[src/rtl/irq_arb_pkg.sv]
// Shared constants and register addresses for the interrupt arbiter.
// Assumes at most 15 sources so a 4-bit winner number is enough.
package irq_arb_pkg;
    localparam int PRIO_W     = 5;
    localparam int ADDR_MASK  = 16;
    localparam int ADDR_PEND  = 17;
    localparam int ADDR_VEC_A = 18;
    localparam int ADDR_VEC_B = 19;
    typedef logic [PRIO_W-1:0] prio_t;
endpackage

[src/rtl/irq_pend_mask.sv]
// Pending and mask state. Pending mirrors the input lines one edge late;
// mask is software-written and resets to all ones (everything blocked).
// Assumes mask_we is already qualified with the mask address.
module irq_pend_mask #(
    parameter int NUM_SRC = 13
) (
    input  logic               clk,
    input  logic               rst_n,
    input  logic [NUM_SRC:1]   lines,
    input  logic               mask_we,
    input  logic [NUM_SRC:1]   mask_wdata,
    output logic [NUM_SRC:1]   pend_q,
    output logic [NUM_SRC:1]   mask_q
);
    // Sample the interrupt lines into the pending register
    always_ff @(posedge clk) begin
        if (!rst_n) pend_q <= '0;
        else        pend_q <= lines;
    end

    // Hold the software mask
    always_ff @(posedge clk) begin
        if (!rst_n)       mask_q <= '1;
        else if (mask_we) mask_q <= mask_wdata;
    end


    pend_follow_chk: assert property (@(posedge clk) disable iff (!rst_n)
        $past(rst_n) |-> pend_q == $past(lines));

    mask_rst_chk: assert property (@(posedge clk) disable iff (!rst_n)
        !$past(rst_n) |-> &mask_q);
endmodule

[src/rtl/irq_ctrl_bank.sv]
// Per-source control bytes and the two serial-port vector registers.
// Assumes control register k is at address k, vector registers at the
// package addresses.
module irq_ctrl_bank #(
    parameter int         NUM_SRC   = 13,
    parameter int         ADDR_W    = 5,
    parameter logic [7:0] VEC_RESET = 8'h0F
) (
    input  logic                   clk,
    input  logic                   rst_n,
    input  logic                   we,
    input  logic [ADDR_W-1:0]      addr,
    input  logic [7:0]             wdata,
    output logic [NUM_SRC:1][7:0]  ctrl_q,
    output logic [7:0]             vec_a_q,
    output logic [7:0]             vec_b_q
);
    import irq_arb_pkg::*;

    for (genvar k = 1; k <= NUM_SRC; k++) begin : g_ctrl
        // Control byte for source k
        always_ff @(posedge clk) begin
            if (!rst_n)                              ctrl_q[k] <= '0;
            else if (we && addr == ADDR_W'(k))       ctrl_q[k] <= wdata;
        end
    end

    // Serial-port vector registers
    always_ff @(posedge clk) begin
        if (!rst_n) begin
            vec_a_q <= VEC_RESET;
            vec_b_q <= VEC_RESET;
        end else if (we) begin
            if (addr == ADDR_W'(ADDR_VEC_A)) vec_a_q <= wdata;
            if (addr == ADDR_W'(ADDR_VEC_B)) vec_b_q <= wdata;
        end
    end
endmodule

[src/rtl/irq_pick.sv]
// Combinational arbiter: scans sources upward and keeps the first one with a
// strictly larger ranking, so lower numbers win ties and rank 0 never wins.
module irq_pick #(
    parameter int NUM_SRC = 13,
    parameter int ID_W    = 4
) (
    input  logic [NUM_SRC:1]        active,
    input  logic [NUM_SRC:1][7:0]   ctrl,
    output logic [ID_W-1:0]         win,
    output irq_arb_pkg::prio_t      win_prio
);
    import irq_arb_pkg::*;

    // Linear scan for the strictly largest ranking
    always_comb begin
        win      = '0;
        win_prio = '0;
        for (int k = 1; k <= NUM_SRC; k++) begin
            if (active[k] && ctrl[k][PRIO_W-1:0] > win_prio) begin
                win_prio = ctrl[k][PRIO_W-1:0];
                win      = ID_W'(k);
            end
        end
    end
endmodule

[src/rtl/irq_prio_arb.sv]
// Top of the programmable-priority interrupt arbiter: register bus decode,
// read mux, level and vector generation. Assumes single-cycle bus writes and
// a combinational read path.
module irq_prio_arb #(
    parameter int         NUM_SRC      = 13,
    parameter int         SER_A        = 12,
    parameter int         SER_B        = 13,
    parameter int         AUTOVEC_BASE = 24,
    parameter logic [7:0] VEC_RESET    = 8'h0F,
    parameter int         ADDR_W       = 5,
    parameter int         DATA_W       = 16
) (
    input  logic                 clk,
    input  logic                 rst_n,
    input  logic [NUM_SRC-1:0]   irq_in,
    input  logic                 bus_wr,
    input  logic [ADDR_W-1:0]    bus_addr,
    input  logic [DATA_W-1:0]    bus_wdata,
    output logic [DATA_W-1:0]    bus_rdata,
    output logic [2:0]           cpu_level,
    output logic [7:0]           cpu_vector,
    output logic [3:0]           win_id
);
    import irq_arb_pkg::*;
    localparam int ID_W = 4;

    logic [NUM_SRC:1]       pend_q, mask_q, active;
    logic [NUM_SRC:1][7:0]  ctrl_q;
    logic [7:0]             vec_a_q, vec_b_q;
    prio_t                  win_prio;
    logic                   mask_we;

    assign mask_we = bus_wr && bus_addr == ADDR_W'(ADDR_MASK);

    irq_pend_mask #(.NUM_SRC(NUM_SRC)) u_pm (
        .clk(clk), .rst_n(rst_n), .lines(irq_in),
        .mask_we(mask_we), .mask_wdata(bus_wdata[NUM_SRC:1]),
        .pend_q(pend_q), .mask_q(mask_q));

    irq_ctrl_bank #(.NUM_SRC(NUM_SRC), .ADDR_W(ADDR_W), .VEC_RESET(VEC_RESET)) u_cb (
        .clk(clk), .rst_n(rst_n), .we(bus_wr), .addr(bus_addr),
        .wdata(bus_wdata[7:0]), .ctrl_q(ctrl_q),
        .vec_a_q(vec_a_q), .vec_b_q(vec_b_q));

    assign active = pend_q & ~mask_q;

    irq_pick #(.NUM_SRC(NUM_SRC), .ID_W(ID_W)) u_pick (
        .active(active), .ctrl(ctrl_q), .win(win_id), .win_prio(win_prio));

    // Level comes from the upper three bits of the winning ranking
    assign cpu_level = win_prio[4:2];

    // Vector select: serial ports supply their own, others autovector
    always_comb begin
        if (win_id == '0)                    cpu_vector = '0;
        else if (win_id == ID_W'(SER_A))     cpu_vector = vec_a_q;
        else if (win_id == ID_W'(SER_B))     cpu_vector = vec_b_q;
        else                                 cpu_vector = 8'(AUTOVEC_BASE) + 8'(cpu_level);
    end

    // Register read mux
    always_comb begin
        bus_rdata = '0;
        for (int k = 1; k <= NUM_SRC; k++)
            if (bus_addr == ADDR_W'(k)) bus_rdata = DATA_W'(ctrl_q[k]);
        if (bus_addr == ADDR_W'(ADDR_MASK))  bus_rdata = DATA_W'({mask_q, 1'b0});
        if (bus_addr == ADDR_W'(ADDR_PEND))  bus_rdata = DATA_W'({pend_q, 1'b0});
        if (bus_addr == ADDR_W'(ADDR_VEC_A)) bus_rdata = DATA_W'(vec_a_q);
        if (bus_addr == ADDR_W'(ADDR_VEC_B)) bus_rdata = DATA_W'(vec_b_q);
    end


    level_needs_win_chk: assert property (@(posedge clk) disable iff (!rst_n)
        cpu_level != 3'd0 |-> win_id != '0);

    idle_vector_chk: assert property (@(posedge clk) disable iff (!rst_n)
        win_id == '0 |-> cpu_vector == 8'd0);

    ser_a_vector_chk: assert property (@(posedge clk) disable iff (!rst_n)
        win_id == ID_W'(SER_A) |-> cpu_vector == vec_a_q);

    win_active_chk: assert property (@(posedge clk) disable iff (!rst_n)
        win_id != '0 |-> $countones(active) != 0);

    for (genvar k = 1; k <= NUM_SRC; k++) begin : g_chk

        no_better_src_chk: assert property (@(posedge clk) disable iff (!rst_n)
            active[k] |-> ctrl_q[k][PRIO_W-1:0] <= win_prio);
    end
endmodule

[config.mk]
export PLATFORM = sky130hd
export DESIGN_NAME = irq_prio_arb
export DESIGN_NICKNAME = d
export VERILOG_FILES = /design/src/rtl/irq_arb_pkg.sv /design/src/rtl/irq_pend_mask.sv /design/src/rtl/irq_ctrl_bank.sv /design/src/rtl/irq_pick.sv /design/src/rtl/irq_prio_arb.sv
export SDC_FILE = /design/constraint.sdc
export NUM_CORES = 1
export LEC_CHECK = 0
export ABC_AREA = 1
export BUFFER_PORTS_ARGS = -buffer_cell sky130_fd_sc_hd__buf_2
export CAP_MARGIN = 20
export CORE_MARGIN = 2
export CORE_UTILIZATION = 35
export CTS_CLUSTER_SIZE = 25
export DETAILED_ROUTE_END_ITERATION = 16
export PLACE_DENSITY = 0.5
export SKIP_LAST_GASP = 1
export SLEW_MARGIN = 5
export SYNTH_ARGS = -nofsm -noshare
export SYNTH_HDL_FRONTEND = slang
export SYNTH_SLANG_ARGS = --single-unit
[constraint.sdc]
create_clock -name clk -period 18.6 [get_ports clk]
set_input_delay 3.72 -clock clk [delete_from_list [all_inputs] [get_ports clk]]
set_output_delay 3.72 -clock clk [all_outputs]
set_load 0.05 [all_outputs]
Word level (Yosys, flattened, before mapping)
Cells that the tools add are included.

Add/sub/neg operators: 1. $lt $le $gt $ge: 13. Equal/unequal tests: 19. Mux-type cells: 46. Bitwise logic cells: 2. Reduce and logical (&&, ||, !) cells: 30.

Operator list (count): $mux 16 (16); $mux 5 (13); $gt 5x5->1 (12); $mux 8 (4); $eq 5x4->1 const B (6); $logic_and 1x1->1 (27); $mux 4 (6); $eq 5x3->1 const B (4); $eq 5x5->1 const B (4); $and 13x13->13 (1); $not 13->13 (1); $mux 3 (4); $eq 5x2->1 const B (2); $eq 4x4->1 const B (2); $add 5x3->6 const A (1); $eq 5x1->1 const B (1); $gt 5x1->1 const B (1); $logic_not 4->1 (1); $mux 2 (2); $reduce_and 2->1 (2); $mux 1 (1).

Flip-flop bits (word level): 146.

Depth between registers and ports, before layout
Depth in word-level cells: 44. Gate-level depth with buffers: 121.

Hierarchy
A second synthesis with hierarchy kept.

Cell total of the unflattened synthesis: 1879. Area total of the unflattened synthesis: 11083.1 µm².

By module, submodules not included: irq_ctrl_bank (times used 1, cells an instance 890, area an instance 5486.5 µm²); irq_pick (times used 1, cells an instance 523, area an instance 3070.4 µm²); irq_prio_arb (times used 1, cells an instance 369, area an instance 1705.4 µm²); irq_pend_mask (times used 1, cells an instance 97, area an instance 820.8 µm²).

Worst setup path after synthesis
No wires, ideal clock.

Path kind: register -> output. Start: reg u_pm.pend_q[1] in the netlist's numbering. End: out cpu_vector[5]. Arrival: 13.742 ns. Setup slack: 1.138 ns. Cell stages (with the launch flop): 107. Path buffers: 11. Cell sequence: dfxtp_1 inv_1 nor2_2 nand3_1 ha_1 nand2_2 nor2_2 a21oi_2 nand2_2 buf_6 nand2_1 o21ai_0 ha_1 nand2_1 nor2_1 nand2_1 nand3_1 nand2_2 (+71 left out) nand2_1 inv_1 nand4_1 nor2_1 nor2_1 nand2_4 buf_8 nand2_2 o21ai_2 ha_1 nand4_1 o21ai_0 nor2_1 nand2_1 clkinv_1 nor2_2 inv_2 o22ai_1.

Cells in the longest elaborated chain, start to end: 43. Elaborated cells between the ends (all ways): 59. Classes of those cells: add/sub: 1; order compare: 12; eq/ne: 2; mux: 29; bitwise: 1; reduce/logical: 14.

RTL lines: start: declaration (line irq_pend_mask.sv:12) `output logic [NUM_SRC:1] pend_q,`; start signal: assignment (line irq_pend_mask.sv:18) `else pend_q <= lines;`; $and 13x13->13 * (line irq_prio_arb.sv:45) `assign active = pend_q & ~mask_q;`; $logic_and 1x1->1 * (line irq_pick.sv:19) `if (active[k] && ctrl[k][PRIO_W-1:0] > win_prio) begin`; $mux 5 (line irq_pick.sv:19); $gt 5x5->1 (line irq_pick.sv:19); $logic_and 1x1->1 (line irq_pick.sv:19); $mux 5 (line irq_pick.sv:19); $gt 5x5->1 (line irq_pick.sv:19); $logic_and 1x1->1 (line irq_pick.sv:19); (+27 left out); $mux 5 (line irq_pick.sv:19); $gt 5x5->1 (line irq_pick.sv:19); $logic_and 1x1->1 (line irq_pick.sv:19); $mux 5 or $mux 4 (tied branches) (line irq_pick.sv:19); $add 5x3->6 or $eq 4x4->1 (tied branches) (line irq_prio_arb.sv:58, irq_prio_arb.sv:57); $mux 8 (line irq_prio_arb.sv:57) `else if (win_id == ID_W'(SER_B)) cpu_vector = vec_b_q;`; $mux 8 (line irq_prio_arb.sv:56) `else if (win_id == ID_W'(SER_A)) cpu_vector = vec_a_q;`; $mux 8 * (line irq_prio_arb.sv:55) `if (win_id == '0) cpu_vector = '0;`; end: declaration (line irq_prio_arb.sv:21) `output logic [7:0] cpu_vector,`.

Every way passes the cells marked *; elsewhere a longest branch is shown, timed or not.

Final worst setup path
Start: reg u_pm.pend_q[1] in the netlist's numbering. End: out cpu_vector[1].

The elaborated chain is that of the path after synthesis.

==> results by group <==
Run status
  – Outcome: finished clean

Floorplanning
  – Num ports: ~70
  – Die Footprint: roughly 27000 um2
  – Core area: 25800 um2
  – Die height: ~170 um
  – Initial Util: between 30% and 40%
  – Die X: 165 um
  – Row count: 59

Logic synthesis
  – Post-Synth Simple-Gate Area: 31.4%
  – Flops & latches, synth: 146
  – Netlist Area Pre-Place: 9110 um2
  – Adder-cell share of the synthesized area: 5.90%
  – Gate Count Post-Synth: about 1.4k
  – Synth unique cells: 38
  – Largest family of logic cells by synthesized area: simple AND/OR/NAND/NOR gates
  – Seq/Total Area, Yosys: between 30% and 40%
  – Syn_area_per_cell: 6.51 um2
  – Synth Area in XOR/XNOR: 0%
  – Warnings from Yosys: 0
  – Compound-cell area share of the yosys netlist: 19.4%
  – Post-synthesis mux area share: 0%

Routing
  – Drt via density: 4.97
  – Initial DRC count: between 600 and 700
  – DRC: 0
  – DRT antenna net count: 0
  – Via Count: 9133
  – DR pass1 iterations: 5
  – Post-DR wirelength/cell: 16.2 um
  – Total Wirelength: between 20 and 30 mm

STA
  – Minimum clock period: 17.34 ns
  – Max Fclk: 0.0577 GHz
  – Worst hold slack: 0.447 ns
  – # setup viols final: 0
  – Period utilisation layout: between 90% and 100%
  – Clk_skew: 0 ns
  – Max-slew violation count: 0
  – Worst slew pin tran: 1.01 ns
  – Final Hold Fails: 0
  – Worst slew margin: between 30 and 40%

Setup path
  – Top cell by count, worst path: nand2_1
  – Critical Path Start Type: flop
  – Critical path's slowest cell: dfxtp_2
  – CP Max Fanout: 14
  – Setup CP Type: flop to output pin
  – Crit. Startpoint: u_pm.pend_q[1]
  – RR Endpoint: u_cb.ctrl_q[91]
  – FF-to-FF Start: u_cb.ctrl_q[91]
  – Critical path's largest stage delay: 0.34 ns
  – Number of cells on the worst reg-to-reg path: 2
  – Crit. End Element: output pin
  – Worst EP arrival: 13.62 ns
  – Flop-to-flop setup slack: 17.82 ns
  – Worst Setup EP: cpu_vector[1]
  – Crit path required time: 14.88 ns

CTS
  – Clk_lat worst skew: 0.43 ns
  – CTS root buf: clkbuf_16
  – H-tree depth: 4
  – Reg clk slew, reported paths: 0.06 ns
  – Num CTS Buffers: 17
  – CTS tree: built
  – Clock sink total: 146
  – Hold Buf Count CTS: 0
  – Bufs on Longest Clock Path: 2

Layout
  – Area grow syn2layout: 19.6%
  – Commonest non-fill, non-tap cell in the layout: nand2_1
  – Most frequent cells in the layout: nand2_1, inv_1, dfxtp_1, a21oi_1, nand3_1
  – Final net count: 1567
  – Post-layout instance area: 10900 um2
  – Layout cell share with drive strength beyond 1: 18.9%

Hold path
  – Worst Hold Class: flop to flop
  – Hold Path Depth: 2

Power and ir drop
  – Peak supply drop: 0.0000639 V
  – Pleak: 4.98 nW
  – PD cells: ~70 nW/um2

Global routing
  – Largest net degree at the start of global routing: 100
  – Grt total ovfl: 0
  – Number of global-route vias before repair: roughly 8.3k
  – Initial antenna violation count: 3
  – Gr usage total: 22.1%
  – Global-route wire length before repair: 46.3 mm

Flow run
  – Max-cap violations: 0

Placement
  – Port Buffers: 63
  – Placed Area: a little under 10000 um2
  – DP HPWL: 21.3 mm
  – Final RePlAce weighted congestion: 0.874
cell type report:
cell class | instances | area [um2]
antenna | 2 | 5.00
clock buffer | 20 | 457
clock inverter | 12 | 155
fill | 2808 | 14900
inverter | 184 | 693
multi-input combinational | 1009 | 5400
sequential | 146 | 2930
tap | 335 | 419
timing repair buffer | 129 | 840
routing by layer:
layer | routed length (um) | up-vias | global-route usage (%)
li1 | - | 4772 | -
met1 | 15000 | 4161 | 32.2
met2 | 13200 | 172 | 34.5
met3 | 1120 | 26 | 2.90
met4 | 404 | 2 | 5.02
met5 | 11 | - | 0
timing repair:
action	4_1_cts	5_1_grt
gates resized for setup	5	86
pin swaps	0	26
cloned	0	2
endpoints found under the hold margin	0	0
buffers inserted	0	13
endpoints found under the setup margin	14	15
where the power goes:
part	switching, mW	leakage (nW)	internal (mW)
clock	0.146	0.285	0.219
combinational	0.0430	3.51	0.0161
sequential	0.00318	1.18	0.317
cells by family (layout without fill, tap and decap cells):
| kind of cell | count (synthesis) | in the layout |
|---|---|---|
| flops | 146 | 146 |
| compound gates | 329 | 329 |
| simple gates | 633 | 635 |
| other cells | 1 | 4 |
| buf+inv | 248 | 345 |
| fa+ha+maj | 43 | 43 |
worst min-delay path by stage:
stage | start | endpoint | slack (ns)
2_1_floorplan | u_cb.ctrl_q[29] | u_cb.ctrl_q[29] | 0.42
3_3_place_gp | u_cb.ctrl_q[29] | u_cb.ctrl_q[29] | 0.44
3_5_place_dp | u_cb.ctrl_q[31] | u_cb.ctrl_q[31] | 0.44
4_1_cts | u_cb.ctrl_q[31] | u_cb.ctrl_q[31] | 0.45
5_1_grt | u_cb.ctrl_q[13] | u_cb.ctrl_q[13] | 0.47
6_report | u_cb.ctrl_q[29] | u_cb.ctrl_q[29] | 0.45
registers in the layout, indices dropped and copies added, names as in the netlist:
| name | flops |
|---|---|
| u_cb.ctrl_q | 104 |
| u_cb.vec_a_q | 8 |
| u_pm.pend_q | 13 |
| u_pm.mask_q | 13 |
| u_cb.vec_b_q | 8 |
critical path: cells and delay by family, from the launching register on:
kind / cells / cell delay [ns]
AOI/OAI and AO/OA: 18 / 1.83
adders and majority gates: 12 / 3.57
buffers and inverters: 9 / 1.13
DFF: 1 / 0.34
and+or+nand+nor: 65 / 6.23
Yosys cell counts (all sizes together):
cell type    n  share of area (%)
nand2      356                 16
inv        179                7.4
dfxtp      146                 32
a21oi      144                8.1
o21ai      142                7.8
nand3      137                8.1
nor2       109                5.1
clkbuf      48                2.0
ha          43                5.9
nand4       17                1.2
buf         16                1.7
o22ai       16                1.1
o21bai      10               0.82
nand3b       9               0.74
o221ai       7               0.67
clkinv       5               0.21
a221oi       3               0.29
nor3         3               0.16
o211ai       3               0.25
o2111ai      2               0.19
a211oi       1              0.082
a31oi        1              0.069
conb         1              0.041
nor4         1              0.069
or2          1              0.069
stage by stage:
step                      setup WS, ns  std cells  total power [mW]  utilization [%]  TNS (ns)
after floorplan                   1.14       1401             0.364                -         0
after global placement           0.374       1788             0.384             38.4         0
after detailed placement         0.370       1788             0.384             38.4         0
after CTS                      0.00413       1820             0.749             40.8         0
after global routing           -0.0566       1835             0.768             42.2    -0.199
final                             1.26       1837             0.744             42.2         0
No activity file was read; power rests on OpenSTA's default activity.
